### src/rtl/idbr_pkg.sv
// Package: shared encodings for the decode-stage branch resolver.
// Assumes opcode in the top six bits and a 16-bit offset in the low bits.
package idbr_pkg;
    localparam int OPC_W = 6;
    localparam int OFF_W = 16;
    localparam logic [OPC_W-1:0] OPC_BR_EQ = 6'h04;
    localparam logic [OPC_W-1:0] OPC_BR_NE = 6'h05;

    typedef enum logic [1:0] {
        COND_NONE = 2'd0,
        COND_EQ   = 2'd1,
        COND_NE   = 2'd2
    } br_cond_e;

    // Map an opcode onto the condition it tests.
    function automatic br_cond_e decode_cond(input logic [OPC_W-1:0] opc);
        case (opc)
            OPC_BR_EQ: decode_cond = COND_EQ;
            OPC_BR_NE: decode_cond = COND_NE;
            default:   decode_cond = COND_NONE;
        endcase
    endfunction
endpackage

### src/rtl/branch_cond.sv
// Module: branch_cond
// Decides whether the decode-stage instruction is a taken branch.
// Assumes operands are final (no forwarding into decode).
module branch_cond
    import idbr_pkg::*;
#(
    parameter int DATA_W = 32
) (
    input  logic                 clk,
    input  logic                 rst_n,
    input  logic [OPC_W-1:0]     opcode,
    input  logic [DATA_W-1:0]    op_a,
    input  logic [DATA_W-1:0]    op_b,
    output logic                 taken
);
    br_cond_e cond;
    logic     same;

    // Equality compare and condition selection.
    always_comb begin
        cond = decode_cond(opcode);
        same = (op_a == op_b);
        case (cond)
            COND_EQ: taken = same;
            COND_NE: taken = !same;
            default: taken = 1'b0;
        endcase
    end

    // equal-branch never taken on differing operands
    assert_eq_differ_R3: assert property (@(posedge clk) disable iff (!rst_n)
        (opcode == OPC_BR_EQ && op_a != op_b) |-> !taken);
    // not-equal-branch never taken on matching operands
    assert_ne_match_R4: assert property (@(posedge clk) disable iff (!rst_n)
        (opcode == OPC_BR_NE && op_a == op_b) |-> !taken);
    // other opcodes never taken
    assert_nonbranch_R5: assert property (@(posedge clk) disable iff (!rst_n)
        (opcode != OPC_BR_EQ && opcode != OPC_BR_NE) |-> !taken);
endmodule

### src/rtl/branch_addr.sv
// Module: branch_addr
// Computes the branch destination from the successor address and the offset.
// Assumes ADDR_W exceeds OFF_W + 2 and word offsets (scaled by 4).
module branch_addr
    import idbr_pkg::*;
#(
    parameter int ADDR_W = 32
) (
    input  logic [ADDR_W-1:0] pc_plus4,
    input  logic [OFF_W-1:0]  offset,
    output logic [ADDR_W-1:0] target
);
    localparam int EXT_W = ADDR_W - OFF_W;

    logic [ADDR_W-1:0] off_ext;

    // Sign-extend, scale to bytes and add.
    always_comb begin
        off_ext = {{EXT_W{offset[OFF_W-1]}}, offset};
        target  = pc_plus4 + (off_ext << 2);
    end
endmodule

### src/rtl/fetch_regs.sv
// Module: fetch_regs
// Holds the fetch address and the fetch/decode register; applies redirect
// and flush on the same edge. Assumes no stall input.
module fetch_regs #(
    parameter int          ADDR_W   = 32,
    parameter int          INSTR_W  = 32,
    parameter logic [31:0] RESET_PC = 32'h0
) (
    input  logic               clk,
    input  logic               rst_n,
    input  logic               redirect,
    input  logic [ADDR_W-1:0]  target,
    input  logic [INSTR_W-1:0] fetched,
    output logic [ADDR_W-1:0]  pc,
    output logic [INSTR_W-1:0] dec_instr,
    output logic [ADDR_W-1:0]  dec_pc4
);
    localparam logic [ADDR_W-1:0] STEP = ADDR_W'(4);

    logic [ADDR_W-1:0] seq_pc;

    // Sequential successor of the current fetch address.
    always_comb seq_pc = pc + STEP;

    // Fetch address: target on redirect, else sequential.
    always_ff @(posedge clk) begin
        if (!rst_n)        pc <= ADDR_W'(RESET_PC);
        else if (redirect) pc <= target;
        else               pc <= seq_pc;
    end

    // Fetch/decode register: cleared to no-op on flush.
    always_ff @(posedge clk) begin
        if (!rst_n || redirect) begin
            dec_instr <= '0;
            dec_pc4   <= '0;
        end else begin
            dec_instr <= fetched;
            dec_pc4   <= seq_pc;
        end
    end

    // sequential advance when not redirected
    assert_seq_step_R2: assert property (@(posedge clk) disable iff (!rst_n)
        !redirect |=> pc == $past(pc) + STEP);
    // redirect loads the target
    assert_redirect_R7: assert property (@(posedge clk) disable iff (!rst_n)
        redirect |=> pc == $past(target));
    // flushed slot becomes a no-op
    assert_flush_nop_R7: assert property (@(posedge clk) disable iff (!rst_n)
        redirect |=> dec_instr == '0);
endmodule

### src/rtl/id_branch_unit.sv
// Module: id_branch_unit
// Decode-stage branch resolution with predict-not-taken fetch and a single
// flushed slot per taken branch. Assumes register values arrive final.
module id_branch_unit
    import idbr_pkg::*;
#(
    parameter int          ADDR_W   = 32,
    parameter int          DATA_W   = 32,
    parameter int          INSTR_W  = 32,
    parameter logic [31:0] RESET_PC = 32'h0
) (
    input  logic               clk,
    input  logic               rst_n,
    input  logic [INSTR_W-1:0] if_instr,
    input  logic [DATA_W-1:0]  id_rs_val,
    input  logic [DATA_W-1:0]  id_rt_val,
    output logic [ADDR_W-1:0]  if_pc,
    output logic [INSTR_W-1:0] id_instr,
    output logic [ADDR_W-1:0]  id_pc_plus4,
    output logic               pc_sel,
    output logic [ADDR_W-1:0]  br_target,
    output logic               flush
);
    localparam int OPC_LSB = INSTR_W - OPC_W;

    logic taken;

    branch_cond #(.DATA_W(DATA_W)) u_cond (
        .clk    (clk),
        .rst_n  (rst_n),
        .opcode (id_instr[INSTR_W-1:OPC_LSB]),
        .op_a   (id_rs_val),
        .op_b   (id_rt_val),
        .taken  (taken)
    );

    branch_addr #(.ADDR_W(ADDR_W)) u_addr (
        .pc_plus4 (id_pc_plus4),
        .offset   (id_instr[OFF_W-1:0]),
        .target   (br_target)
    );

    fetch_regs #(
        .ADDR_W   (ADDR_W),
        .INSTR_W  (INSTR_W),
        .RESET_PC (RESET_PC)
    ) u_fetch (
        .clk       (clk),
        .rst_n     (rst_n),
        .redirect  (taken),
        .target    (br_target),
        .fetched   (if_instr),
        .pc        (if_pc),
        .dec_instr (id_instr),
        .dec_pc4   (id_pc_plus4)
    );

    // Redirect select and flush both follow the decision.
    always_comb begin
        pc_sel = taken;
        flush  = taken;
    end

    // a flushed slot never redirects on the following cycle
    assert_no_double_R7: assert property (@(posedge clk) disable iff (!rst_n)
        flush |=> !pc_sel);
endmodule

### config.mk
export PLATFORM = sky130hd
export DESIGN_NAME = id_branch_unit
export DESIGN_NICKNAME = d
export VERILOG_FILES = /design/src/rtl/idbr_pkg.sv /design/src/rtl/branch_cond.sv /design/src/rtl/branch_addr.sv /design/src/rtl/fetch_regs.sv /design/src/rtl/id_branch_unit.sv
export SDC_FILE = /design/constraint.sdc
export NUM_CORES = 1
export LEC_CHECK = 0
export BUFFER_PORTS_ARGS = -buffer_cell sky130_fd_sc_hd__buf_4
export CAP_MARGIN = 0
export CELL_PAD_IN_SITES_DETAIL_PLACEMENT = 1
export CELL_PAD_IN_SITES_GLOBAL_PLACEMENT = 2
export CORE_MARGIN = 2
export CORE_UTILIZATION = 28
export DETAILED_ROUTE_END_ITERATION = 8
export PLACE_DENSITY = 0.92
export SYNTH_ARGS = -nofsm -noshare
export SYNTH_HDL_FRONTEND = slang
export SYNTH_HIERARCHICAL = 1
export SYNTH_SLANG_ARGS = --single-unit
### constraint.sdc
create_clock -name clk -period 3.8 [get_ports clk]
set_input_delay 0.76 -clock clk [delete_from_list [all_inputs] [get_ports clk]]
set_output_delay 0.76 -clock clk [all_outputs]
set_load 0.01 [all_outputs]
==> run summary <==
Pre-CTS WS - 0.313 ns
IO Pins - 228
Status - finished clean
Num rows - 51
Via Count - 5,744
Placed cells - 1,087
Finished Core Util - 40.9%
Clock power share - 39.0%
Initial Util - 28.7%
Worst hold path type - flip-flop to flip-flop
Global route total overflow - 0
FFs w/ async S/R, synth - 0%
Post-synth top cells - dfxtp_1, a21oi_1, xor2_1
Total CTS buffers - 9
Die height - 145 um
Switch Pwr - 0.733 mW
Avg WL per Cell - 20.0 um
Synth top area share - 34.3%
Comb power frac - 17.6%
Pwr Density - 309 nW/um2
Die ar. - 21,100 um2
Yosys cell types - 71
Diode count - 0
Max VDD drop - 0.218 mV
Synth Cell Area - 5600 um2
Clk slew on worst S/H paths - 0.08 ns
Ys Warns - 6
DRT iter0 DRCs - 345
H-tree depth - 3
TNS Setup - 0 ns
Critical Path AT - 2.93 ns
Sw frac - 29.7%
Post-synthesis sequential area ratio - 34.3%
DRT Pass-1 Iters - 5
Area growth from synthesis to layout - 42.7%
Crit Path Class - flip-flop to primary output
Final setup fails - 0
Final hold violations - 0
Clock sinks - 96
Mean Syn Cell Area - 8.96 um2
Most frequent cell after synthesis - dfxtp_1
Internal power - 1.73 mW
Post-route DRC violation count - 0
Synth Net Count - 754
Tcrit/Tclk final - 97.2%
GRT Overall Usage - 20.2%
Nets@finish - 973
Worst setup SP type - flip-flop
Crit path time final - 3.69 ns
Fmax - 271 MHz
WP data required - 3.04 ns
Crit-path max FO - 5
Slew Viols, Final - 0
Synth top area cells - dfxtp_1, xor2_1, ha_1, and3_1, a21oi_1
Max-cap viol count - 0
CTS max path bufs - 2
Critical Path End Type - primary output
Slew @ Worst Pin - 0.553 ns
Pin count of the biggest net entering global routing - 58
Finished Layout Cells - 1,114
Antenna viol nets, final - 0
Worst-skew pair later-pin latency - 0.37 ns
First-pass GRT wire length - 33,700 um
Initial antenna violation count - 0
#FFs+latches synth - 96
Vias in the first global route - 5,789
Top cell type by total area after synthesis - dfxtp_1
RD Place Congestion - 0.908
Reg-to-reg setup timing slack - 0.91 ns
Half-perimeter wire length after detailed placement - 17,300 um
EDFF count, synth - 0
Total wire length - 22,300 um
Synth Instances - 625
Post-DR vias/cell - 5.16
Fraction of layout cells with a size suffix above 1 - 36.5%
IO buf count - 227
Hold Buf Count CTS - 0
Area of the core - 19,500 um2
Die X - 145 um
PnR worst setup slack - 0.106 ns
TritonCTS clock tree - yes
Clock skew - 0.0150 ns
Register share of total power - 43.5%
Leakage Power - 3.80 nW
Synth Flop Type - dfxtp_1
CTS Root Buffer Type - clkbuf_16
Worst slew margin - 63.1%
[flip-flops by register name, summed over array words and instances (netlist names)]
| name | cells |
|---|---|
| u_fetch/dec_instr | 32 |
| u_fetch/dec_pc4 | 32 |
| u_fetch/pc | 32 |
[metrics by stage]
stage               total power [mW]  instance area, um2  hold WS [ns]
finish                          2.46                7990         0.515
detailed placement              1.51                7490         0.494
global route                    2.56                7990         0.550
CTS                             2.47                7860         0.521
floorplan                       1.27                5600         0.474
global placement                1.50                7490         0.483
[cell usage in the layout, fill, tap and decap left out, types with 6 or more instances in the layout]
cell type | synthesis | final
buf_4 | 5 | 244
dfxtp_1 | 96 | 93
a21oi_1 | 46 | 46
xor2_1 | 45 | 45
and3_1 | 38 | 38
nor2_1 | 37 | 34
o21ai_0 | 34 | 33
nand2_1 | 29 | 29
ha_1 | 30 | 26
xnor2_1 | 24 | 23
a21o_1 | 21 | 21
nand4_1 | 16 | 16
nand3_1 | 16 | 16
inv_1 | 17 | 15
a31oi_1 | 16 | 15
nor4_1 | 12 | 12
o31ai_1 | 10 | 10
clkbuf_16 | 0 | 9
nor3_1 | 8 | 8
or4_1 | 8 | 8
or3_1 | 6 | 6
[power by group through the flow]
stage | Sequential, mW | Combinational [mW] | Clock, mW
floorplan | 1.10 | 0.172 | 0
CTS | 1.07 | 0.423 | 0.974
global route | 1.08 | 0.464 | 1.02
global placement | 1.09 | 0.412 | 0
finish | 1.07 | 0.433 | 0.960
detailed placement | 1.09 | 0.417 | 0
[cell families (layout without fill, tap and decap cells)]
family / after synthesis / count (layout) / share of synthesized area [%]
AOI/OAI and AO/OA: 172 / 172 / 21.4
xor gates and xnor gates: 69 / 69 / 10.8
adders and majority gates: 31 / 31 / 7.06
buffers and inverters: 53 / 277 / 4.45
DFF: 96 / 96 / 34.3
muxes: 4 / 4 / 0.738
and+or+nand+nor: 200 / 200 / 21.2
[critical path, cell delays in order (launching register included)]
cell and delay (ns):
dfxtp_1 0.32, ha_1 0.40, a21o_1 0.24, a31o_1 0.26, o21ai_4 0.26, a2111oi_4 0.13
o21a_1 0.20, or4_1 0.41, o311ai_1 0.15, buf_4 0.20
[what timing repair did]
action                                  4_1_cts  5_1_grt
setup buffers                                 1       10
resized for setup                             8       15
endpoints found under the setup margin        5       11
gates cloned                                  0        0
pin swaps                                     6       14
[worst paths after layout]
kind / from / cells past startpoint / end
max reg2reg: u_fetch/dec_instr[4] / 10 / u_fetch/pc[27]
min: u_fetch/pc[1] / 1 / u_fetch/dec_pc4[1]
min reg2reg: u_fetch/pc[1] / 1 / u_fetch/dec_pc4[1]
max: u_fetch/dec_instr[4] / 9 / br_target[27]
[final cells by class]
class	instances	area, um2
fillers	2338	11500
multi-input cells	476	3510
flip-flops and latches	96	1930
repair buffers	244	1830
well taps	265	332
clock buffers	9	225
clock inverters	7	93.8
inverters	17	63.8
[layer usage]
metal	wire, um	up-vias	global-route usage (%)
met5	0	-	0
li1	-	2743	-
met4	603	0	6.96
met3	995	36	3.70
met2	10700	154	33.0
met1	10000	2811	26.9
(Power assumes the default switching activity.)
